===== src/rtl/bitclk_pkg.sv =====
package bitclk_pkg;
  localparam int unsigned BYTE_W = 8;
  typedef logic [BYTE_W-1:0] byte_t;
endpackage


===== src/rtl/bitclk_edge_stamp.sv =====
module bitclk_edge_stamp #(
  parameter int unsigned SYNC_STAGES = 2,
  parameter int unsigned STAMP_W     = 16
) (
  input  logic               clk_i,
  input  logic               rst_ni,
  input  logic               rx_i,
  output logic               level_o,
  output logic               edge_o,
  output logic [STAMP_W-1:0] stamp_o
);
  logic [SYNC_STAGES-1:0] sync_q;
  logic                   prev_q;
  logic [STAMP_W-1:0]     now_q;
  logic [STAMP_W-1:0]     stamp_q;

  always_ff @(posedge clk_i or negedge rst_ni) begin
    if (!rst_ni) begin
      sync_q  <= '0;
      prev_q  <= 1'b0;
      now_q   <= '0;
      stamp_q <= '0;
    end else begin
      sync_q <= {sync_q[SYNC_STAGES-2:0], rx_i};
      prev_q <= sync_q[SYNC_STAGES-1];
      now_q  <= now_q + STAMP_W'(1);
      if (edge_o) stamp_q <= now_q;
    end
  end

  assign level_o = sync_q[SYNC_STAGES-1];
  assign edge_o  = sync_q[SYNC_STAGES-1] ^ prev_q;
  assign stamp_o = stamp_q;

  p_stamp_hold_r8: assert property (@(posedge clk_i) disable iff (!rst_ni)
    !$past(edge_o) |-> $stable(stamp_q));
endmodule


===== src/rtl/bitclk_tx_ser.sv =====
module bitclk_tx_ser
  import bitclk_pkg::*;
#(
  parameter int unsigned BIT_TICKS = 80
) (
  input  logic  clk_i,
  input  logic  rst_ni,
  input  logic  start_i,
  input  logic  wr_i,
  input  byte_t data_i,
  input  logic  last_i,
  output logic  tx_o,
  output logic  busy_o,
  output logic  req_o,
  output logic  underrun_o
);
  localparam int unsigned CNT_W = $clog2(BIT_TICKS);
  localparam int unsigned IDX_W = $clog2(BYTE_W);

  byte_t            shift_q, hold_q;
  logic             busy_q, cur_last_q, hold_full_q, hold_last_q;
  logic             req_q, underrun_q;
  logic [CNT_W-1:0] cnt_q;
  logic [IDX_W-1:0] idx_q;

  logic  bit_end, byte_end, nxt_avail, nxt_last;
  byte_t nxt_data;

  assign bit_end   = (cnt_q == CNT_W'(BIT_TICKS - 1));
  assign byte_end  = bit_end && (idx_q == IDX_W'(BYTE_W - 1));
  assign nxt_avail = hold_full_q | wr_i;
  assign nxt_data  = hold_full_q ? hold_q : data_i;
  assign nxt_last  = hold_full_q ? hold_last_q : last_i;

  always_ff @(posedge clk_i or negedge rst_ni) begin
    if (!rst_ni) begin
      shift_q     <= '0;
      hold_q      <= '0;
      busy_q      <= 1'b0;
      cur_last_q  <= 1'b0;
      hold_full_q <= 1'b0;
      hold_last_q <= 1'b0;
      req_q       <= 1'b0;
      underrun_q  <= 1'b0;
      cnt_q       <= '0;
      idx_q       <= '0;
    end else begin
      req_q <= 1'b0;
      if (!busy_q) begin
        if (start_i) begin
          shift_q     <= data_i;
          cur_last_q  <= last_i;
          busy_q      <= 1'b1;
          cnt_q       <= '0;
          idx_q       <= '0;
          req_q       <= 1'b1;
          underrun_q  <= 1'b0;
          hold_full_q <= 1'b0;
        end
      end else begin
        if (wr_i && !hold_full_q) begin
          hold_q      <= data_i;
          hold_last_q <= last_i;
          hold_full_q <= 1'b1;
        end
        if (!bit_end) begin
          cnt_q <= cnt_q + CNT_W'(1);
        end else begin
          cnt_q <= '0;
          if (!byte_end) begin
            shift_q <= {shift_q[BYTE_W-2:0], 1'b0};
            idx_q   <= idx_q + IDX_W'(1);
          end else if (cur_last_q) begin
            busy_q <= 1'b0;
          end else if (nxt_avail) begin
            shift_q     <= nxt_data;
            cur_last_q  <= nxt_last;
            hold_full_q <= 1'b0;
            idx_q       <= '0;
            req_q       <= 1'b1;
          end else begin
            busy_q     <= 1'b0;
            underrun_q <= 1'b1;
          end
        end
      end
    end
  end

  assign tx_o       = busy_q & shift_q[BYTE_W-1];
  assign busy_o     = busy_q;
  assign req_o      = req_q;
  assign underrun_o = underrun_q;

  p_req_busy_r3: assert property (@(posedge clk_i) disable iff (!rst_ni)
    req_q |-> busy_q);
  p_underrun_idle_r6: assert property (@(posedge clk_i) disable iff (!rst_ni)
    underrun_q |-> !busy_q);
  p_bit_hold_r2: assert property (@(posedge clk_i) disable iff (!rst_ni)
    (busy_q && cnt_q != '0) |-> $stable(tx_o));
endmodule


===== src/rtl/bitclk_rx_deser.sv =====
module bitclk_rx_deser
  import bitclk_pkg::*;
#(
  parameter int unsigned BIT_TICKS = 80
) (
  input  logic  clk_i,
  input  logic  rst_ni,
  input  logic  en_i,
  input  logic  level_i,
  input  logic  edge_i,
  output byte_t byte_o,
  output logic  valid_o
);
  localparam int unsigned CNT_W      = $clog2(BIT_TICKS);
  localparam int unsigned IDX_W      = $clog2(BYTE_W);
  localparam int unsigned HALF_TICKS = BIT_TICKS / 2;

  logic [CNT_W-1:0] ph_q;
  logic [IDX_W-1:0] idx_q;
  byte_t            shift_q, byte_q;
  logic             valid_q;
  logic             sample;
  byte_t            shifted;

  assign sample  = en_i && !edge_i && (ph_q == CNT_W'(HALF_TICKS));
  assign shifted = {shift_q[BYTE_W-2:0], level_i};

  // phase restarts on every edge, wraps each bit period otherwise
  always_ff @(posedge clk_i or negedge rst_ni) begin
    if (!rst_ni)                             ph_q <= '0;
    else if (edge_i)                         ph_q <= '0;
    else if (ph_q == CNT_W'(BIT_TICKS - 1))  ph_q <= '0;
    else                                     ph_q <= ph_q + CNT_W'(1);
  end

  always_ff @(posedge clk_i or negedge rst_ni) begin
    if (!rst_ni) begin
      idx_q   <= '0;
      shift_q <= '0;
      byte_q  <= '0;
      valid_q <= 1'b0;
    end else begin
      valid_q <= 1'b0;
      if (!en_i) begin
        idx_q <= '0;
      end else if (sample) begin
        shift_q <= shifted;
        if (idx_q == IDX_W'(BYTE_W - 1)) begin
          idx_q   <= '0;
          byte_q  <= shifted;
          valid_q <= 1'b1;
        end else begin
          idx_q <= idx_q + IDX_W'(1);
        end
      end
    end
  end

  assign byte_o  = byte_q;
  assign valid_o = valid_q;

  p_valid_needs_en_r10: assert property (@(posedge clk_i) disable iff (!rst_ni)
    valid_q |-> $past(en_i));
  p_phase_restart_r11: assert property (@(posedge clk_i) disable iff (!rst_ni)
    $past(edge_i) |-> (ph_q == '0));
  p_valid_pulse_r9: assert property (@(posedge clk_i) disable iff (!rst_ni)
    valid_q |=> !valid_q);
endmodule


===== src/rtl/bitclk_accel.sv =====
module bitclk_accel
  import bitclk_pkg::*;
#(
  parameter int unsigned BIT_TICKS   = 80,
  parameter int unsigned SYNC_STAGES = 2,
  parameter int unsigned STAMP_W     = 16
) (
  input  logic               clk_i,
  input  logic               rst_ni,
  input  logic               tx_start_i,
  input  logic               tx_wr_i,
  input  logic [7:0]         tx_data_i,
  input  logic               tx_last_i,
  output logic               tx_o,
  output logic               tx_busy_o,
  output logic               tx_req_o,
  output logic               tx_underrun_o,
  input  logic               rx_i,
  input  logic               rx_en_i,
  output logic [STAMP_W-1:0] rx_stamp_o,
  output logic [7:0]         rx_byte_o,
  output logic               rx_valid_o
);
  logic rx_level, rx_edge;

  bitclk_tx_ser #(.BIT_TICKS(BIT_TICKS)) u_tx (
    .clk_i      (clk_i),
    .rst_ni     (rst_ni),
    .start_i    (tx_start_i),
    .wr_i       (tx_wr_i),
    .data_i     (tx_data_i),
    .last_i     (tx_last_i),
    .tx_o       (tx_o),
    .busy_o     (tx_busy_o),
    .req_o      (tx_req_o),
    .underrun_o (tx_underrun_o)
  );

  bitclk_edge_stamp #(.SYNC_STAGES(SYNC_STAGES), .STAMP_W(STAMP_W)) u_stamp (
    .clk_i   (clk_i),
    .rst_ni  (rst_ni),
    .rx_i    (rx_i),
    .level_o (rx_level),
    .edge_o  (rx_edge),
    .stamp_o (rx_stamp_o)
  );

  bitclk_rx_deser #(.BIT_TICKS(BIT_TICKS)) u_rx (
    .clk_i   (clk_i),
    .rst_ni  (rst_ni),
    .en_i    (rx_en_i),
    .level_i (rx_level),
    .edge_i  (rx_edge),
    .byte_o  (rx_byte_o),
    .valid_o (rx_valid_o)
  );
endmodule


===== config.mk =====
export PLATFORM = sky130hd
export DESIGN_NAME = bitclk_accel
export DESIGN_NICKNAME = d
export VERILOG_FILES = /design/src/rtl/bitclk_pkg.sv /design/src/rtl/bitclk_edge_stamp.sv /design/src/rtl/bitclk_tx_ser.sv /design/src/rtl/bitclk_rx_deser.sv /design/src/rtl/bitclk_accel.sv
export SDC_FILE = /design/constraint.sdc
export NUM_CORES = 1
export LEC_CHECK = 0
export ABC_CLOCK_PERIOD_IN_PS = 3650
export CELL_PAD_IN_SITES_DETAIL_PLACEMENT = 1
export CELL_PAD_IN_SITES_GLOBAL_PLACEMENT = 1
export CORE_MARGIN = 1
export CORE_UTILIZATION = 45
export DETAILED_ROUTE_END_ITERATION = 6
export DONT_BUFFER_PORTS = 1
export PLACE_DENSITY_LB_ADDON = 0.15
export SYNTH_ARGS = -nofsm -noshare
export SYNTH_HDL_FRONTEND = slang
export SYNTH_SLANG_ARGS = --single-unit

===== constraint.sdc =====
create_clock -name clk_i -period 3.65 [get_ports clk_i]
set_input_delay 1.095 -clock clk_i [delete_from_list [all_inputs] [get_ports clk_i]]
set_output_delay 1.095 -clock clk_i [all_outputs]
set_load 0.01 [all_outputs]

; ---- Word-level counts from Yosys, hierarchy flattened
; Index checks and enable logic that the tools add are counted.
[op_classes]
n_addsub = 5
n_eq_ne = 12
n_mux = 52
bitwise_logic = 3
reduce_logical = 13
[op_table]
columns = op, count
row1 = $mux 8, 7
row2 = $mux 7, 5
row3 = $mux 1, 31
row4 = $mux 3, 9
row5 = $add 16x1->16 const B, 1
row6 = $add 7x1->7 const B, 2
row7 = $eq 7x7->1 const B, 2
row8 = $ne 2x2->1 const B, 4
row9 = $eq 7x6->1 const B, 1
row10 = $add 3x1->3 const B, 2
row11 = $eq 3x3->1 const B, 2
row12 = $ne 3x3->1 const B, 2
row13 = $reduce_and 3->1, 2
row14 = $reduce_and 5->1, 1
row15 = $logic_and 1x1->1, 4
row16 = $reduce_and 2->1, 2
row17 = $reduce_and 4->1, 1
row18 = $logic_not 1->1, 2
row19 = $ne 2x1->1 const B, 1
row20 = $reduce_bool 2->1, 1
row21 = $and 1x1->1, 1
row22 = $or 1x1->1, 1
row23 = $xor 1x1->1, 1
[totals]
reg_bits = 93
in_bits = 15
output_inout_bits = 29
wordCells = 104

; ---- Logic depth before layout (Yosys ltp)
; Gate-level depths: netlist of run 1.
[depth]
ltp_word = 8
mapped_depth = 8
ltp_nobuf = 7

; ---- Cells and area by module
; A second synthesis of run 1 with hierarchy kept.
[unflattened]
hier_cells = 348
hier_area_um2 = 4296.6
[by_module_without_submodules]
columns = module, instances, cells_per_inst, area_per_inst_um2, seq_area_each_um2
row1 = bitclk_tx_ser, 1, 163, 1779.2, 800.8
row2 = bitclk_edge_stamp, 1, 99, 1372.6, 875.8
row3 = bitclk_rx_deser, 1, 86, 1144.8, 650.6

; ---- Least setup slack after synthesis of run 1
; Ideal clock, no wire load.
[synth_path]
path_type = register -> output
startpoint = register u_tx.busy_q (netlist: u_tx.busy_o)
endpoint = output tx_o
arrival_time_ps = 1304
required_time_ps = 2555
slack_ps = 1251
path_stages_with_launch = 5
path_buffers = 3
cell_sequence = dfrtp_1 buf_2 clkbuf_1 clkbuf_1 and2_1
[synth_between]
elab_chain_len = 1
[synth_lines]
columns = element, line_no
row1 = start: declaration, bitclk_tx_ser.sv:21  ; logic busy_q, cur_last_q, hold_full_q, hold_last_q;
row2 = start signal: assignment, bitclk_tx_ser.sv:39  ; busy_q <= 1'b0;
row3 = start signal: assignment, bitclk_tx_ser.sv:53  ; busy_q <= 1'b1;
row4 = start signal: assignment, bitclk_tx_ser.sv:74  ; busy_q <= 1'b0;
row5 = $and 1x1->1, bitclk_tx_ser.sv:90  ; assign tx_o = busy_q & shift_q[BYTE_W-1];
row6 = end: declaration, bitclk_accel.sv:14  ; output logic tx_o,
; No other way between the ends.

; ---- Final worst setup path of run 1
; Same ends and word-level chain as after synthesis.

==> summary.md, run 1 <==
| Metric | Value |
|---|---|
| Power Dens Cells | `537 mW/mm2` |
| Hold Vio Cnt, Final | `0` |
| Final non-filler cell total | `487` |
| Final clock period utilization by the worst path | `about two thirds` |
| IO Pins | `between 40 and 50` |
| Post-CTS Setup Bufs | `0` |
| Fmax | `423 MHz` |
| Async set-reset flop share out of synthesis | `100%` |
| Initial antenna violation count | `0` |
| Synth cell count leaders | `dfrtp_1, nand2_1, nor2_1` |
| Row Count | `34` |
| Leakage power | `0.00209 uW` |
| Clock tree buffer depth | `2` |
| Primary FF master, synth | `dfrtp_1` |
| GRT Residual Overflow | `0` |
| Synth Register Bits | `93` |
| Top cells by area in the synthesized netlist | `dfrtp_1, mux2_2, nand2_1, nand3_1, nor2_1` |
| Number of inserted diodes | `0` |
| Fin crit period | `roughly 2400 ps` |
| Status | `complete, no violations` |
| Worst-path fanout max | `36` |
| Crit path DAT | `1270 ps` |
| DRT iter0 DRCs | `81` |
| Area Overhead vs Synth | `7.46%` |
| TritonCTS buffer count | `9` |
| Total track usage | `19.2%` |
| Final slew viol count | `0` |
| CTS tree | `built` |
| WP data required | `~2600 ps` |
| Crit. End Element | `output port` |
| Die area | `0.00941 mm2` |
| Vias in the first global route | `2,901` |
| Post-synth EDFFs | `0` |
| Top-count cell post-synth | `dfrtp_1` |
| Post-synth top area share | `57.3%` |
| Die height | `97.0 um` |
| Hold crit path type | `reg -> reg` |
| Worst Hold Path Cells | `0` |
| Peak supply drop | `0.000188 V` |
| Initial Util | `46.6%` |
| Syn_area_per_cell | `10.9 um2` |
| Max-Slew Margin vs Limit | `a little over a third` |
| RSZ-0062 raised after global routing | `false` |
| Cts hold-fix bufs | `0` |
| Final setup violation count | `0` |
| Final HPWL DP | `5410 um` |
| Sequential area share after synthesis | `a little under three fifths` |
| GPL Wtd Cong | `0.709` |
| Vias after detailed routing | `2,617` |
| Reg2reg path depth | `6` |
| Synth Warn # | `0` |
| Crit. Startpoint | `u_tx.busy_o` |
| Clock transition at path regs | `90 ps` |
| H-tree depth | `3` |
| Final #Nets | `roughly 400` |
| Number of distinct library cells after synthesis | `41` |
| Syn Std Cell Area | `0.00406 mm2` |
| Reg2reg end | `u_tx.shift_q[7]` |
| Synthesized instance count | `373` |
| Slew at the pin closest to its max-slew limit | `roughly 950 ps` |
| Syn nets | `396` |
| R2R setup slack | `1430 ps` |
| Core Footprint | `0.00872 mm2` |
| Drt wl/cell | `16.7 um` |
| Crit Path Class | `reg -> out` |
| Placed insts | `471` |
| Max_cap viols | `0` |
| Startpoint types | `register` |
| Fraction of layout cells with a size suffix above 1 | `around 13%` |
| Number of remaining DRC errors | `0` |
| Clk sinks | `93` |
| Worst setup endpoint | `tx_o` |
| Largest net degree at the start of global routing | `94` |
| Post-CTS sizing | `0` |
| First-pass GRT wire length | `14,500 um` |
| Final WL | `about 8100 um` |
| Yosys top cell by area | `dfrtp_1` |
| RR Startpoint | `u_tx.cnt_q[0]` |
| Drt pass-1 iters | `4` |
| Port bufs | `0` |
| Detail-routed via count per cell | `5.37` |
| Sum of negative setup slack | `0 ps` |
| Remaining antenna violation count | `0` |
| Die W | `97.0 um` |
| Clk Latency, worst-skew pair | `350 ps` |
| Max Clock Skew | `7.71 ps` |
| Root Driver | `clkbuf_8` |
## flip-flops by register name, summed over array words and instances (netlist names), 2 cells and up
name / flops
u_rx.shift_q: 7
u_rx.byte_o: 8
u_tx.cnt_q: 7
u_tx.hold_q: 8
u_tx.idx_q: 3
u_rx.ph_q: 7
u_stamp.sync_q: 2
u_rx.idx_q: 3
u_stamp.now_q: 16
u_stamp.stamp_o: 16
u_tx.shift_q: 8
## how the worst min path moves through the flow
| stage | startpoint | endpoint | slack [ps] |
|---|---|---|---|
| floorplan | u_stamp.sync_q[0] | u_stamp.sync_q[1] | 330 |
| global placement | u_stamp.sync_q[0] | u_stamp.sync_q[1] | 340 |
| detailed placement | u_stamp.sync_q[0] | u_stamp.sync_q[1] | 340 |
| CTS | u_stamp.sync_q[0] | u_stamp.sync_q[1] | 360 |
| global route | u_stamp.sync_q[0] | u_stamp.sync_q[1] | 380 |
| finish | u_stamp.sync_q[0] | u_stamp.sync_q[1] | 370 |
## critical path, cell delays in order, from the launching register on
cell	delay (ps)
dfrtp_1	330
buf_4	340
and2_1	240
## cells in the final DEF (no fill, tap or decap), types with 3 or more instances in the layout
cell type	n
a21oi_1	5
a41oi_1	7
and2_1	4
and3_1	6
clkbuf_8	9
dfrtp_1	93
ha_1	8
inv_1	11
mux2_2	25
nand2_1	71
nand3_1	25
nand3b_1	3
nand4_1	6
nor2_1	27
nor2b_1	3
o21ai_0	20
xnor2_1	11
xor2_1	9
## area by class of cell
cell class | count | area, um2
tap | 108 | 135
sequential | 93 | 2330
multi-input combinational | 257 | 1620
clock buffer | 9 | 124
fill | 952 | 4360
timing repair buffer | 2 | 15.0
clock inverter | 7 | 97.6
inverter | 11 | 41.3
## kinds of logic (layout without fill, tap and decap cells)
logic type	count (synthesis)	in the layout	share of synthesized area, %
AO/OA/AOI/OAI	44	44	7.03
XOR/XNOR	21	21	4.99
adder cells (fa/ha/maj)	8	8	2.47
buffers and inverters	23	29	2.71
flip-flops	93	93	57.3
multiplexers	27	27	7.43
AND/OR/NAND/NOR	157	157	18.1
## report_power, final
| group | switching (uW) | leakage, uW | internal, uW |
|---|---|---|---|
| registers | 111 | 0.00120 | 1160 |
| logic | 160 | 0.000785 | 149 |
| clock network | 371 | 0.000106 | 390 |
| total | 642 | 0.00209 | 1700 |
## per-stage QoR
stage          hold WS, ps  setup slack, ps  util, %  total power [uW]  instance area [um2]
2_1_floorplan          331             1250        -              1520                 4060
3_3_place_gp           336             1210     47.5              1580                 4140
3_5_place_dp           340             1180     47.5              1610                 4140
4_1_cts                362             1260     50.0              2370                 4360
5_1_grt                377             1190     50.0              2470                 4360
6_report               366             1290     50.0              2340                 4360
## layer usage
layer | up-vias | share of wire, % | global-route usage, %
met2 | 40 | 49 | 30.8
li1 | 1272 | - | -
met4 | 0 | 0.92 | 6.89
met1 | 1298 | 46 | 25.7
met3 | 7 | 4.1 | 4.12
met5 | - | 0 | 0
Note: power is estimated with default switching activity, not from simulation.
==> inputs of run 2 (changes only) <==
--- a/config.mk
+++ b/config.mk
@@ -5,7 +5,8 @@
 export SDC_FILE = /design/constraint.sdc
 export NUM_CORES = 1
 export LEC_CHECK = 0
-export ABC_CLOCK_PERIOD_IN_PS = 3650
+export ABC_AREA = 1
+export ABC_CLOCK_PERIOD_IN_PS = 2250
 export CELL_PAD_IN_SITES_DETAIL_PLACEMENT = 1
 export CELL_PAD_IN_SITES_GLOBAL_PLACEMENT = 1
 export CORE_MARGIN = 1
==> constraint.sdc (replaced) <==
create_clock -name clk_i -period 2.25 [get_ports clk_i]
set_input_delay 0.675 -clock clk_i [delete_from_list [all_inputs] [get_ports clk_i]]
set_output_delay 0.675 -clock clk_i [all_outputs]
set_load 0.01 [all_outputs]
==> run 2 against run 1 <==
Net effect:
- area after synthesis grew 4.4%
- sequential cell count did not move
- the run now ends with hold timing left
- die area increased by 4.3%
- count of clock-buffer cells in the layout increased by 1
- global-route usage rose by 0.30 points
- largest cell class unchanged
- non-clock buffer count grew 1
- cell count is 24% higher
- design area rose by 3.2%
- sequential share of layout area shrank 1.7 points
- utilization shrank 1.0 points
- routed wire length is 5.4% higher
- synthesized cell count rose by 31%
==> summary.md, run 2 <==
| Metric | Value |
|---|---|
| Syn Std Cell Area | `0.00424 mm2 (+4.4%)` |
| Drt pass-1 iters | `4 (unchanged)` |
| CP max stage cell | `dfrtp_1` |
| Largest net degree at the start of global routing | `94 (unchanged)` |
| Post-CTS sizing | `0 (unchanged)` |
| Placed insts | `590 (+25%)` |
| Final slew viol count | `0 (unchanged)` |
| Final non-filler cell total | `606 (+24%)` |
| Synth Register Bits | `93 (unchanged)` |
| Total track usage | `19.5% (+0.30 points)` |
| Fmax | `494 MHz` |
| Fraction of layout cells with a size suffix above 1 | `7.27% (-6.2 points)` |
| Power Dens Cells | `645 mW/mm2 (+20%)` |
| Final clock period utilization by the worst path | `90.0%` |
| Max Clock Skew | `9.55 ps (+1.84 ps)` |
| Hold_ws | `-5.11 ps (-371 ps)` |
| Final #Nets | `513 (+29%)` |
| Final WL | `8580 um (+5.4%)` |
| Syn nets | `513 (+30%)` |
| Routed length on met1 | `4200 um (+12%)` |
| Initial Util | `46.1% (-0.45 points)` |
| Number of remaining DRC errors | `0 (unchanged)` |
| Fin util | `49.0% (-1.0 points)` |
| CTS tree | `built` |
| Crit Path Class | `reg -> out` |
| Port bufs | `0 (unchanged)` |
| Most frequent cells in the layout | `nand2_1, dfrtp_1, inv_1` |
| WP buf/inv | `2 (+1)` |
| Initial antenna violation count | `0 (unchanged)` |
| Crit-path cells | `buf_4 > nand2_1 > inv_1` |
| Drt wl/cell | `14.2 um (-15%)` |
| Met3 routed WL | `231 um (-30%)` |
| Vias after detailed routing | `3,052 (+17%)` |
| Sum of negative setup slack | `0 ps (unchanged)` |
| Top-count cell post-synth | `nand2_1` |
| Number of distinct library cells after synthesis | `34 (-17%)` |
| Area Overhead vs Synth | `6.23%` |
| Primary FF master, synth | `dfrtp_1` |
| DRT iter0 DRCs | `92 (+14%)` |
| Final HPWL DP | `6200 um (+15%)` |
| Synthesized instance count | `490 (+31%)` |
| Hold Vio Cnt, Final | `10 (+10)` |
| Die W | `99.1 um (+2.1%)` |
| Highest Signal Layer | `met4` |
| IO Pins | `44 (unchanged)` |
| Max_cap viols | `0 (unchanged)` |
| Clock transition at path regs | `100 ps (about the same)` |
| TritonCTS buffer count | `9 (unchanged)` |
| Syn_area_per_cell | `8.65 um2 (-20%)` |
| Die height | `99.1 um (+2.1%)` |
| Vias in the first global route | `3,155 (+8.8%)` |
| Async set-reset flop share out of synthesis | `100% (unchanged)` |
| Fin crit period | `2030 ps` |
| Post-synth top area share | `54.9% (-2.4 points)` |
| Yosys top cell by area | `dfrtp_1` |
| Final setup violation count | `0 (unchanged)` |
| Startpoint types | `register` |
| Die area | `0.00981 mm2 (+4.3%)` |
| Peak supply drop | `0.000298 V (+58%)` |
| RSZ-0062 raised after global routing | `false` |
| Largest delay share family, worst path | `flip-flops` |
| Hold crit path type | `in -> async` |
| Detail-routed via count per cell | `5.04 (-6.3%)` |
| Core Footprint | `0.00920 mm2 (+5.5%)` |
| Status | `finished with violations` |
| CP peak stage delay | `550 ps (+210 ps)` |
| Leakage power | `0.00226 uW (+8.2%)` |
| Crit path DAT | `1350 ps (+80 ps)` |
| WP data required | `1570 ps (-980 ps)` |
| GPL Wtd Cong | `0.758 (+6.9%)` |
| First-pass GRT wire length | `15,000 um (+4.0%)` |
| Post-CTS Setup Bufs | `0 (unchanged)` |
| Slew at the pin closest to its max-slew limit | `634 ps (-321 ps)` |
| Max-Slew Margin vs Limit | `57.3% (+22 points)` |
| Post-synth EDFFs | `0 (unchanged)` |
| Clk Latency, worst-skew pair | `360 ps (about the same)` |
| Remaining antenna violation count | `0 (unchanged)` |
| Top cells by area in the synthesized netlist | `dfrtp_1, nand2_1, inv_1, o21ai_0, xor2_1` |
| Number of inserted diodes | `0 (unchanged)` |
| Failing checks | `hold timing` |
| Worst-path fanout max | `12 (-67%)` |
| Clock tree buffer depth | `2 (unchanged)` |
| Total power draw | `2900 uW (+24%)` |
| Sequential area share after synthesis | `54.9% (-2.4 points)` |
| GRT Residual Overflow | `0 (unchanged)` |
| H-tree depth | `3 (unchanged)` |
| Row Count | `35 (+2.9%)` |
| Crit. End Element | `output port` |
| Root Driver | `clkbuf_8` |
| Synth cell count leaders | `nand2_1, dfrtp_1, inv_1` |
| Synth Warn # | `0 (unchanged)` |
| Clk sinks | `93 (unchanged)` |
| Met2 wire len | `4000 um (+0.60%)` |
| Commonest non-fill, non-tap cell in the layout | `nand2_1` |
## run 2: cell count changes after synthesis, moves of 6 or more
cell     before  now
o21a_1        0    7
nand2_1      71  153
mux2_2       25    1
xnor2_1      11    0
inv_1        11   59
a41oi_1       7    0
xor2_1        9   15
o21ai_0      20   41
## run 2: stage by stage
step	hold slack, ps	setup WS (ps)	area [um2]
floorplan	331	575	4240
global placement	332	367	4320
detailed placement	348	318	4320
CTS	-25.9	196	4500
global route	-35.2	131	4500
finish	-5.11	224	4500
## run 2: cell families after synthesis
| group | share of synthesized area [%] |
|---|---|
| flip-flops | 54.9 |
| AND/OR/NAND/NOR | 23.2 |
| adder cells (fa/ha/maj) | 2.36 |
| multiplexers | 0.266 |
| AO/OA/AOI/OAI | 8.56 |
| buffers and inverters | 7.29 |
| XOR/XNOR | 3.48 |
## run 2: power by group
group	internal (uW)	switching, uW
registers	1710	38.0
clock network	440	604
logic	43.7	64.3
total	2200	706
## run 2: worst paths after layout
kind	slack (ps)	from	depth (start not counted)	endpoint
max in group asynchronous	2120	rst_ni	0	u_tx.shift_q[1]
worst max register to register	320	u_tx.idx_q[0]	7	u_tx.idx_q[0]
min in group clk_i	330	rx_i	0	u_stamp.sync_q[0]
worst min register to register	370	u_stamp.sync_q[0]	0	u_stamp.sync_q[1]
worst min-delay path	-5	rst_ni	0	u_rx.byte_o[2]
worst max-delay path	220	u_tx.busy_o	3	tx_o
## run 2: worst register-to-register path: stages, from the launching register on
cell and delay, ps:
dfrtp_1 410, ha_1 210, ha_1 310, nand3_4 190, nand2_2 120, a21oi_2 440, nand2_1 120, nand2_1 90
## run 2: final cells by class
cell class	instances	area, um2
Fill cell	1091	4690
Multi-Input combinational cell	322	1600
Sequential cell	93	2330
Clock inverter	6	45.0
Tap cell	111	139
Timing Repair Buffer	3	22.5
Inverter	61	229
Clock buffer	10	138
## run 2: per-layer routing
metal | GRT usage, % | vias up
li1 | - | 1534
met1 | 26.0 | 1470
met2 | 31.6 | 38
met3 | 3.55 | 10
met4 | 7.81 | 0
met5 | 0 | -
==> inputs of run 3 (changes only) <==
--- a/config.mk
+++ b/config.mk
@@ -14,6 +14,7 @@
 export DETAILED_ROUTE_END_ITERATION = 6
 export DONT_BUFFER_PORTS = 1
 export PLACE_DENSITY_LB_ADDON = 0.15
+export RECOVER_POWER = 100
 export SYNTH_ARGS = -nofsm -noshare
 export SYNTH_HDL_FRONTEND = slang
 export SYNTH_SLANG_ARGS = --single-unit
==> run 3 against run 2 <==
Net effect:
- the flow still finishes with violations (hold timing)
- sequential power about the same
- critical endpoint unchanged
- die area unchanged
- largest cell class unchanged
- fmax about the same
- worst hold slack about the same
- cell count unchanged
- critical path depth unchanged
- clock power about the same
- clock skew about the same
==> summary.md, run 3 (synthesis results as in run 2) <==
| Metric | Value |
|---|---|
| Drt pass-1 iters | `4 (unchanged)` |
| H-tree depth | `3 (unchanged)` |
| Detail-routed via count per cell | `5.03 (about the same)` |
| Initial antenna violation count | `0 (unchanged)` |
| Final setup violation count | `0 (unchanged)` |
| Hold_ws | `-5.04 ps (+0.0739 ps)` |
| Clock tree buffer depth | `2 (unchanged)` |
| Largest delay share family, worst path | `flip-flops` |
| Met2 global-route usage | `31.6% (unchanged)` |
| Largest net degree at the start of global routing | `94 (unchanged)` |
| Fin crit period | `2030 ps (-0.0100 ps)` |
| WP data required | `1570 ps (about the same)` |
| CP peak stage delay | `550 ps (about the same)` |
| Row Count | `35 (unchanged)` |
| Vias after detailed routing | `3,049 (-0.098%)` |
| CTS tree | `built` |
| Status | `finished with violations` |
| Clock transition at path regs | `100 ps (about the same)` |
| Core Footprint | `0.00920 mm2 (unchanged)` |
| WP buf/inv | `2 (unchanged)` |
| Clk sinks | `93 (unchanged)` |
| Clk Latency, worst-skew pair | `360 ps (about the same)` |
| Reg2reg path depth | `7 (unchanged)` |
| Max_cap viols | `0 (unchanged)` |
| Fin util | `48.8% (-0.16 points)` |
| Number of inserted diodes | `0 (unchanged)` |
| Root Driver | `clkbuf_8` |
| Final HPWL DP | `6200 um (unchanged)` |
| Final slew viol count | `0 (unchanged)` |
| Switch share | `24.3% (about the same)` |
| Startpoint types | `register` |
| Leakage power | `0.00226 uW (about the same)` |
| Crit Path Class | `reg -> out` |
| Global Route met3 Usage | `3.55% (unchanged)` |
| Crit-path cells | `buf_4 > nand2_1 > inv_1` |
| Final clock period utilization by the worst path | `90.0% (about the same)` |
| Remaining antenna violation count | `0 (unchanged)` |
| TritonCTS buffer count | `9 (unchanged)` |
| Vias in the first global route | `3,155 (unchanged)` |
| Power Dens Cells | `646 mW/mm2 (+0.27%)` |
| Fraction of layout cells with a size suffix above 1 | `6.67% (-0.61 points)` |
| Pint | `2200 uW (about the same)` |
| Area Overhead vs Synth | `5.87%` |
| Total track usage | `19.5% (unchanged)` |
| Max Clock Skew | `9.20 ps (-0.355 ps)` |
| Hold crit path type | `in -> async` |
| Total power draw | `2900 uW (about the same)` |
| Hold Vio Cnt, Final | `15 (+5)` |
| R2R setup slack | `320 ps (about the same)` |
| Fmax | `494 MHz (about the same)` |
| Number of remaining DRC errors | `0 (unchanged)` |
| Final WL | `8570 um (about the same)` |
| Commonest non-fill, non-tap cell in the layout | `nand2_1` |
| Die area | `0.00981 mm2 (unchanged)` |
| CP max stage cell | `dfrtp_1` |
| Seq. cell area | `0.00233 mm2 (unchanged)` |
| Max-Slew Margin vs Limit | `57.3% (unchanged)` |
| Drt wl/cell | `14.1 um (about the same)` |
| Die height | `99.1 um (unchanged)` |
| Global route hottest layer | `met2` |
| Most frequent cells in the layout | `nand2_1, dfrtp_1, inv_1` |
| Port bufs | `0 (unchanged)` |
| Worst-path fanout max | `12 (unchanged)` |
| Initial Util | `46.1% (unchanged)` |
| GR Util met1 | `26.0% (unchanged)` |
| IO Pins | `44 (unchanged)` |
| RR Startpoint | `u_tx.idx_q[0]` |
| GRT Residual Overflow | `0 (unchanged)` |
| Power share of the sequential group | `60.4% (about the same)` |
| Fill cells | `1,093 (+0.18%)` |
| Crit path DAT | `1350 ps (about the same)` |
| Multi-input logic area | `0.00159 mm2 (-0.78%)` |
| Clock Power Share | `36.0% (about the same)` |
| Reg2reg end | `u_tx.idx_q[0]` |
| RSZ-0062 raised after global routing | `false` |
| Final #Nets | `513 (unchanged)` |
| Peak supply drop | `0.000299 V (about the same)` |
| Die W | `99.1 um (unchanged)` |
| DRT iter0 DRCs | `88 (-4.3%)` |
| Crit. End Element | `output port` |
| Sw Pwr | `706 uW (about the same)` |
| Failing checks | `hold timing` |
| Comb pwr share | `3.7% (about the same)` |
| GPL Wtd Cong | `0.758 (unchanged)` |
| First-pass GRT wire length | `15,000 um (unchanged)` |
| Slew at the pin closest to its max-slew limit | `634 ps (unchanged)` |
| Sum of negative setup slack | `0 ps (unchanged)` |
## run 3: cell count changes in the layout (fill, tap and decap cells not counted), sizes merged
cell / delta
buf: -1
clkbuf: +1
## run 3: timing repair
action | CTS | global route
buffers inserted | 0 | 0
resized for setup | 0 | 0
endpoints found under the hold margin | 93 | 90
endpoints found under the setup margin | 0 | 0
## run 3: power by group through the flow
stage	Sequential (uW)	Combinational, uW	Clock [uW]
final	1750	106	1040
after floorplan	1780	87.3	0
after global routing	1760	127	1140
after detailed placement	1790	110	0
after CTS	1750	110	1090
after global placement	1780	104	0
## run 3: stage by stage
step	std cells	hold WS [ps]	instance area (um2)	setup slack [ps]
floorplan	490	331	4240	575
global placement	590	332	4320	367
detailed placement	590	348	4320	318
CTS	606	-25.9	4500	196
global route	606	-35.2	4490	68.2
finish	606	-5.04	4490	224
## run 3: layer usage
metal	vias to the layer above	share of wire [%]
li1	1534	-
met2	38	47
met4	0	1.7
met5	-	0
met1	1467	49
met3	10	2.7
## run 3: final cells by class
type	instances	share of cell area, %
multi-input cells	322	35.5
clock buffers	10	3.07
inverters	61	5.10
well taps	111	3.09
repair buffers	3	0.446
flip-flops and latches	93	51.8
clock inverters	6	1.00
## run 3: how the worst max path moves through the flow
stage                   from  cells after the start              to  slack, ps
4_1_cts          u_tx.busy_o                      3            tx_o        200
5_1_grt         u_rx.ph_q[0]                      8  u_rx.byte_o[1]         70
3_3_place_gp   u_tx.idx_q[0]                      7   u_tx.idx_q[1]        370
6_report         u_tx.busy_o                      3            tx_o        220
2_1_floorplan    u_tx.busy_o                      4            tx_o        570
3_5_place_dp   u_tx.idx_q[0]                      7   u_tx.idx_q[0]        320
